<file path="config.mk">
export PLATFORM = sky130hd
export DESIGN_NAME = gardner_timing_loop
export DESIGN_NICKNAME = d
export VERILOG_FILES = /design/src/rtl/gtl_pkg.sv /design/src/rtl/gtl_cfg_regs.sv /design/src/rtl/gtl_ted.sv /design/src/rtl/gtl_loop_filter.sv /design/src/rtl/gtl_nco_ctrl.sv /design/src/rtl/gardner_timing_loop.sv
export SDC_FILE = /design/constraint.sdc
export NUM_CORES = 2
export LEC_CHECK = 0
export BUFFER_PORTS_ARGS = -buffer_cell sky130_fd_sc_hd__buf_2
export CAP_MARGIN = 0
export CORE_MARGIN = 3
export CORE_UTILIZATION = 45
export CTS_CLUSTER_SIZE = 30
export DETAILED_ROUTE_END_ITERATION = 10
export SYNTH_ARGS = -nofsm -noshare
export SYNTH_HDL_FRONTEND = slang
export SYNTH_SLANG_ARGS = --single-unit
export TNS_END_PERCENT = 10
</file>
<file path="constraint.sdc">
create_clock -name clk -period 10 [get_ports clk]
set_input_delay 1.5 -clock clk [delete_from_list [all_inputs] [get_ports clk]]
set_output_delay 1.5 -clock clk [all_outputs]
set_load 0.03 [all_outputs]
</file>
<file path="src/rtl/gtl_pkg.sv">
// Package: shared constants and types for the symbol timing loop.
// Assumes nothing beyond IEEE 1800-2017.
package gtl_pkg;
    localparam int SH_W = 5;

    // Register select codes of the write port
    typedef enum logic [1:0] {
        SEL_KP    = 2'd0,
        SEL_KI    = 2'd1,
        SEL_STEP  = 2'd2,
        SEL_RECIP = 2'd3
    } cfg_sel_e;

    // Shift code that removes a gain path
    localparam logic [SH_W-1:0] SHIFT_OFF = '1;
endpackage

</file>
<file path="src/rtl/gtl_cfg_regs.sv">
// Module: configuration registers written over the address/data port.
// Assumes CFG_W >= NCO_W and CFG_W >= SH_W; writes land on the next edge.
module gtl_cfg_regs
    import gtl_pkg::*;
#(
    parameter int          NCO_W     = 16,
    parameter int          CFG_W     = 20,
    parameter logic [NCO_W-1:0] DEF_STEP  = 16'd8192,
    parameter logic [CFG_W-1:0] DEF_RECIP = 20'd524288
) (
    input  logic             clk,
    input  logic             rst_n,
    input  logic             wr_i,
    input  logic [1:0]       sel_i,
    input  logic [CFG_W-1:0] data_i,
    output logic [SH_W-1:0]  kp_sh_o,
    output logic [SH_W-1:0]  ki_sh_o,
    output logic [NCO_W-1:0] step_o,
    output logic [CFG_W-1:0] recip_o
);
    // Register file update with reset defaults
    always_ff @(posedge clk) begin
        if (!rst_n) begin
            kp_sh_o <= SHIFT_OFF;
            ki_sh_o <= SHIFT_OFF;
            step_o  <= DEF_STEP;
            recip_o <= DEF_RECIP;
        end else if (wr_i) begin
            case (cfg_sel_e'(sel_i))
                SEL_KP:    kp_sh_o <= data_i[SH_W-1:0];
                SEL_KI:    ki_sh_o <= data_i[SH_W-1:0];
                SEL_STEP:  step_o  <= data_i[NCO_W-1:0];
                SEL_RECIP: recip_o <= data_i;
                default:   ;
            endcase
        end
    end
endmodule

</file>
<file path="src/rtl/gtl_ted.sv">
// Module: decision-free timing error detector, two interpolants per symbol.
// Assumes one y_vld per requested instant, first one after reset a decision point.
module gtl_ted #(
    parameter int IN_W  = 12,
    parameter int ERR_W = 2*IN_W + 1
) (
    input  logic                    clk,
    input  logic                    rst_n,
    input  logic                    y_vld_i,
    input  logic signed [IN_W-1:0]  y_i,
    output logic signed [ERR_W-1:0] err_o,
    output logic                    err_vld_o
);
    localparam int D_W = IN_W + 1;

    logic signed [IN_W-1:0]  prev_q;
    logic signed [IN_W-1:0]  mid_q;
    logic                    is_mid_q;
    logic signed [D_W-1:0]   diff_w;
    logic signed [ERR_W-1:0] prod_w;

    assign diff_w = D_W'(prev_q) - D_W'(y_i);
    assign prod_w = ERR_W'(mid_q) * ERR_W'(diff_w);

    // Role tracking, sample capture and error formation
    always_ff @(posedge clk) begin
        if (!rst_n) begin
            prev_q    <= '0;
            mid_q     <= '0;
            is_mid_q  <= 1'b0;
            err_o     <= '0;
            err_vld_o <= 1'b0;
        end else begin
            err_vld_o <= 1'b0;
            if (y_vld_i) begin
                if (!is_mid_q) begin
                    err_o     <= prod_w;
                    err_vld_o <= 1'b1;
                    prev_q    <= y_i;
                end else begin
                    mid_q <= y_i;
                end
                is_mid_q <= ~is_mid_q;
            end
        end
    end


    err_from_input_chk: assert property (@(posedge clk) disable iff (!rst_n)
        err_vld_o |-> $past(y_vld_i));
endmodule

</file>
<file path="src/rtl/gtl_loop_filter.sv">
// Module: proportional-plus-integral loop filter with shift-coded gains.
// Assumes gains are powers of two; shift code all-ones disables a path.
module gtl_loop_filter
    import gtl_pkg::*;
#(
    parameter int ERR_W = 25,
    parameter int ACC_W = 32
) (
    input  logic                    clk,
    input  logic                    rst_n,
    input  logic                    clr_i,
    input  logic signed [ERR_W-1:0] err_i,
    input  logic                    err_vld_i,
    input  logic [SH_W-1:0]         kp_sh_i,
    input  logic [SH_W-1:0]         ki_sh_i,
    output logic signed [ACC_W-1:0] v_o
);
    logic signed [ACC_W-1:0] integ_q;
    logic signed [ACC_W-1:0] p_term_w;
    logic signed [ACC_W-1:0] i_term_w;
    logic signed [ACC_W-1:0] integ_nx_w;

    // Scale an error by a power-of-two gain, or drop it
    function automatic logic signed [ACC_W-1:0] scale(
        input logic signed [ERR_W-1:0] e,
        input logic [SH_W-1:0]         sh
    );
        logic signed [ACC_W-1:0] ext;
        ext = ACC_W'(e);
        if (sh == SHIFT_OFF) return '0;
        return ext >>> sh;
    endfunction

    assign p_term_w   = scale(err_i, kp_sh_i);
    assign i_term_w   = scale(err_i, ki_sh_i);
    assign integ_nx_w = integ_q + i_term_w;

    // Integrator and output update once per error
    always_ff @(posedge clk) begin
        if (!rst_n || clr_i) begin
            integ_q <= '0;
            v_o     <= '0;
        end else if (err_vld_i) begin
            integ_q <= integ_nx_w;
            v_o     <= p_term_w + integ_nx_w;
        end
    end


    wr_clears_chk: assert property (@(posedge clk) disable iff (!rst_n)
        clr_i |=> (v_o == '0));


    integ_hold_chk: assert property (@(posedge clk) disable iff (!rst_n)
        (!clr_i && ki_sh_i == SHIFT_OFF) |=> $stable(integ_q));
endmodule

</file>
<file path="src/rtl/gtl_nco_ctrl.sv">
// Module: modulo-1 down-counting accumulator, strobe, fractional interval, symbol pulse.
// Assumes CFG_W > NCO_W; recip has NCO_W fraction bits.
module gtl_nco_ctrl #(
    parameter int NCO_W = 16,
    parameter int CFG_W = 20,
    parameter int ACC_W = 32
) (
    input  logic                    clk,
    input  logic                    rst_n,
    input  logic [NCO_W-1:0]        step_nom_i,
    input  logic [CFG_W-1:0]        recip_i,
    input  logic signed [ACC_W-1:0] v_i,
    output logic                    strobe_o,
    output logic [NCO_W-1:0]        mu_o,
    output logic                    bs_o
);
    localparam int S_W = ACC_W + 2;
    localparam int P_W = NCO_W + CFG_W;
    localparam logic signed [S_W-1:0] STEP_MAX = S_W'((64'd1 << NCO_W) - 64'd1);

    logic [NCO_W-1:0]      eta_q;
    logic                  mid_q;
    logic signed [S_W-1:0] sum_w;
    logic [NCO_W-1:0]      step_w;
    logic                  wrap_w;
    logic [P_W-1:0]        prod_w;
    logic [CFG_W-1:0]      scaled_w;
    logic [NCO_W-1:0]      mu_w;

    // Nominal step plus correction, clamped to the accumulator range
    always_comb begin
        sum_w = S_W'($signed({1'b0, step_nom_i})) + S_W'(v_i);
        if (sum_w < 0)             step_w = '0;
        else if (sum_w > STEP_MAX) step_w = '1;
        else                       step_w = sum_w[NCO_W-1:0];
    end

    assign wrap_w   = (eta_q < step_w);
    assign prod_w   = P_W'(eta_q) * P_W'(recip_i);
    assign scaled_w = prod_w[P_W-1:NCO_W];
    assign mu_w     = (scaled_w[CFG_W-1:NCO_W] != '0) ? '1 : scaled_w[NCO_W-1:0];

    // Accumulator, instant flags and interval capture
    always_ff @(posedge clk) begin
        if (!rst_n) begin
            eta_q    <= '0;
            mid_q    <= 1'b0;
            strobe_o <= 1'b0;
            bs_o     <= 1'b0;
            mu_o     <= '0;
        end else begin
            eta_q    <= eta_q - step_w;
            strobe_o <= wrap_w;
            bs_o     <= wrap_w && !mid_q;
            if (wrap_w) begin
                mu_o  <= mu_w;
                mid_q <= ~mid_q;
            end
        end
    end


    zero_step_chk: assert property (@(posedge clk) disable iff (!rst_n)
        (step_w == '0) |=> !strobe_o);


    mu_hold_chk: assert property (@(posedge clk) disable iff (!rst_n)
        !strobe_o |-> $stable(mu_o));


    bs_in_strobe_chk: assert property (@(posedge clk) disable iff (!rst_n)
        bs_o |-> strobe_o);


    bs_alternate_chk: assert property (@(posedge clk) disable iff (!rst_n)
        (strobe_o && bs_o) |-> mid_q);
endmodule

</file>
<file path="src/rtl/gardner_timing_loop.sv">
// Module: top of the symbol timing loop; wires registers, detector, filter, controller.
// Assumes an external interpolator answers each strobe with one y_vld.
module gardner_timing_loop
    import gtl_pkg::*;
#(
    parameter int IN_W     = 12,
    parameter int NCO_W    = 16,
    parameter int CFG_W    = 20,
    parameter int ACC_W    = 32,
    parameter int DEF_STEP = 8192
) (
    input  logic             clk,
    input  logic             rst_n,
    input  logic             cfg_wr,
    input  logic [1:0]       cfg_addr,
    input  logic [CFG_W-1:0] cfg_data,
    input  logic             y_vld,
    input  logic [IN_W-1:0]  y_in,
    output logic             strobe,
    output logic [NCO_W-1:0] mu,
    output logic             bs_pulse
);
    localparam int ERR_W = 2*IN_W + 1;
    localparam logic [NCO_W-1:0] STEP0  = NCO_W'(DEF_STEP);
    localparam logic [CFG_W-1:0] RECIP0 = CFG_W'((64'd1 << (2*NCO_W)) / 64'(DEF_STEP));

    logic [SH_W-1:0]         kp_sh;
    logic [SH_W-1:0]         ki_sh;
    logic [NCO_W-1:0]        step_nom;
    logic [CFG_W-1:0]        recip;
    logic signed [ERR_W-1:0] err;
    logic                    err_vld;
    logic signed [ACC_W-1:0] v;

    gtl_cfg_regs #(.NCO_W(NCO_W), .CFG_W(CFG_W), .DEF_STEP(STEP0), .DEF_RECIP(RECIP0)) u_regs (
        .clk(clk), .rst_n(rst_n), .wr_i(cfg_wr), .sel_i(cfg_addr), .data_i(cfg_data),
        .kp_sh_o(kp_sh), .ki_sh_o(ki_sh), .step_o(step_nom), .recip_o(recip)
    );

    gtl_ted #(.IN_W(IN_W), .ERR_W(ERR_W)) u_ted (
        .clk(clk), .rst_n(rst_n), .y_vld_i(y_vld), .y_i($signed(y_in)),
        .err_o(err), .err_vld_o(err_vld)
    );

    gtl_loop_filter #(.ERR_W(ERR_W), .ACC_W(ACC_W)) u_filt (
        .clk(clk), .rst_n(rst_n), .clr_i(cfg_wr), .err_i(err), .err_vld_i(err_vld),
        .kp_sh_i(kp_sh), .ki_sh_i(ki_sh), .v_o(v)
    );

    gtl_nco_ctrl #(.NCO_W(NCO_W), .CFG_W(CFG_W), .ACC_W(ACC_W)) u_nco (
        .clk(clk), .rst_n(rst_n), .step_nom_i(step_nom), .recip_i(recip), .v_i(v),
        .strobe_o(strobe), .mu_o(mu), .bs_o(bs_pulse)
    );
endmodule

</file>
==> impl_metrics.ini <==
[outcome]
run_status = completed

[logic_synthesis]
synth_edf_count = 0
ys_seq_area_share_pct = 13.0
yosys.cell_types.count = 85
synth_ff_type = dfxtp_1
ys_async_sr_fraction_pct = 0
ys_ff_latch = 196
synth_top_area_share_pct = 26.7
yosys.area.top_type = fa_1
syn_inst = 3563
postSynthAreaPerCell_um2 = 8.45
synth_nets = 4267
netlist_area_mm2 = 0.0301
yosys_warnings = 0
ys_top_cells_by_area = fa_1, dfxtp_1, ha_1

[global_routing]
grt_max_degree = 72
grt_pass1_wl_um = 125000
grt_pass1_vias = 23790
antenna_found_initial = 2
grt_overflow = 0
track_usage_pct = 22.2

[critical_path]
cp_num_buf_inv = 5
path_delay_family = compound AO/OA/AOI/OAI gates
crit_required_ns = 10.39
crit_top_cell = o21ai_0
cpMaxStageDelayCell = xnor2_1
path_class = in -> reg
endpoint_kind = register
crit_fanout = 12
crit_arrival_ns = 9.46
setup.worst_path.start_class = input pin
cpPeakStageDelay_ns = 0.83

[route]
route.detailed.drc = 0
ant_nets = 0
drt_iter0_drc = 1162
finalWirelength_um = 74800
vias = 23504
firstDrtPassIters = 7
wl_per_cell_um = 17.1
viasPerCell = 5.36

[final_layout]
syn_to_final_growth_pct = 5.43
layout.nets = 4211
drive_gt1_share_pct = 6.08
antenna_cells = 0

[clock_network]
clockRootBuffer = clkbuf_16
htree_levels = 4
cts_tree = yes
hold_buffers = 0
cts.clk_slew.worst_paths_ns = 0.08
cts_buffers = 17
cts.repair.resized = 0
post_cts_buffers = 0
cts_sinks = 196
clockBufferDepth = 2
clk_latency_ns = 0.50

[sta]
min_period_ns = 9.08
setup_ws_ns = 0.923
grt_setup_unrepaired = no
slew_violations = 0
period_share_pct = 90.8
relSlewSlack_pct = 27.9
tns_ns = 0
setup_viol = 0
worst_slew_pin_slew_ns = 1.07
hold_violations = 0
max_freq_mhz = 110
skew_ns = 0.0170

[power_and_ir_drop]
pwr_density_cell_mw_per_mm2 = 118
p_leak_nw = 15.4
peakVddDrop_mv = 0.131

[job]
drv_cap = 0

[place]
hpwl_um = 58700
gp_congestion = 0.865
port_buffers = 55
pre_cts_ws_ns = 0.478

[floorplanning]
die_h_um = 265
die-width_um = 265
fp-row-count = 94
initial_core_util_pct = 45.6
core_area_mm2 = 0.0660
die-area_mm2 = 0.0700
io_pins = 56

[min_path]
hp-class = reg -> reg
[per-stage QoR]
stage | cell area [um2] | utilization (%) | total power [W] | hold WS [ns] | std cells
final | 31700 | 48.1 | 0.00373 | 0.426 | 4384
after global routing | 31700 | 48.1 | 0.00408 | 0.459 | 4384
after global placement | 31200 | 47.2 | 0.00303 | 0.431 | 4352
after CTS | 31700 | 48.1 | 0.00380 | 0.444 | 4384
after detailed placement | 31200 | 47.2 | 0.00305 | 0.433 | 4352
after floorplan | 30100 | - | 0.00250 | 0.412 | 3563
[worst paths after layout]
kind | endpoint | slack (ns) | depth (start not counted) | startpoint
min | u_nco.bs_o$_SDFF_PN0_ | 0.43 | 1 | u_nco.mid_q$_SDFFE_PN0N_
max reg2reg | u_ted.err_o[22]$_SDFFE_PN0P_ | 1.75 | 34 | u_ted.prev_q[0]$_SDFFE_PN0P_
min reg2reg | u_nco.bs_o$_SDFF_PN0_ | 0.43 | 1 | u_nco.mid_q$_SDFFE_PN0N_
max | u_ted.err_o[22]$_SDFFE_PN0P_ | 0.92 | 32 | y_in[1]
[cell usage after synthesis, types with 25 or more instances]
| cell | count |
|---|---|
| nand2_1 | 558 |
| inv_1 | 520 |
| fa_1 | 402 |
| ha_1 | 264 |
| dfxtp_1 | 196 |
| and2_1 | 188 |
| nor2_1 | 177 |
| clkbuf_1 | 162 |
| a21oi_1 | 152 |
| o21ai_0 | 104 |
| xnor2_1 | 94 |
| mux2i_1 | 88 |
| a21boi_0 | 78 |
| a21o_1 | 56 |
| nand3_1 | 44 |
| xor2_1 | 44 |
| nor2b_1 | 39 |
| nor3_1 | 34 |
| mux4_2 | 32 |
| a211oi_1 | 30 |
| nand2b_1 | 25 |
[state kept, by name, summed over array words and instances, names as in the netlist]
signal,flops
u_regs.recip_o,20
u_ted.err_o,25
u_nco.mu_o,16
u_nco.bs_o,1
u_ted.err_vld_o,1
u_ted.is_mid_q,1
u_ted.mid_q,12
u_regs.kp_sh_o,5
u_nco.mid_q,1
u_regs.step_o,16
u_regs.ki_sh_o,5
u_ted.prev_q,12
u_nco.strobe_o,1
u_filt.integ_q,32
u_nco.eta_q,16
u_filt.v_o,32
[placed cells by master (no fill, tap or decap), drive strengths merged, types with 31 or more instances in the layout]
cell,Yosys,layout
a211oi,31,31
a21boi,78,78
a21o,56,56
a21oi,155,155
and2,188,188
buf,15,102
dfxtp,196,196
fa,402,402
ha,264,264
inv,522,528
mux2i,88,88
mux4,32,32
nand2,558,558
nand3,44,44
nor2,177,177
nor2b,39,39
nor3,34,34
o21ai,122,122
xnor2,94,94
xor2,44,44
[report_power, final]
| part | total, W | internal [W] | switching (W) |
|---|---|---|---|
| Combinational | 0.00196 | 0.000795 | 0.00117 |
| Clock | 0.000719 | 0.000350 | 0.000369 |
| Sequential | 0.00106 | 0.000870 | 0.000186 |
| Total | 0.00373 | 0.00201 | 0.00172 |
[logic make-up after synthesis]
logic type,synth area share (%)
AOI/OAI and AO/OA,13.4
buffers and inverters,8.79
DFF,13.0
muxes,5.81
and+or+nand+nor,17.2
xor gates and xnor gates,4.02
adders and majority gates,37.7
[layer usage]
layer	vias to the layer above	global-route usage (%)	routed length, um
li1	11417	-	-
met5	-	0	0
met2	401	38.5	36500
met3	101	2.73	2900
met1	11585	29.3	33600
met4	0	6.05	1770
[area by class of cell]
type | instances | area [um2]
Timing Repair Buffer | 102 | 631
Sequential cell | 196 | 3930
Clock buffer | 21 | 472
Clock inverter | 11 | 106
Fill cell | 6510 | 34300
Inverter | 525 | 1970
Multi-Input combinational cell | 2665 | 23500
Tap cell | 864 | 1080
[worst register-to-register path: cells and delay by family, from the launching register on]
family | cells | cell delay, ns
AND/OR/NAND/NOR | 7 | 0.74
adder cells (fa/ha/maj) | 8 | 3.42
flip-flops | 1 | 0.33
AO/OA/AOI/OAI | 12 | 2.41
XOR/XNOR | 2 | 0.80
buffers and inverters | 5 | 0.45
Note: power is estimated with default switching activity, not from simulation.
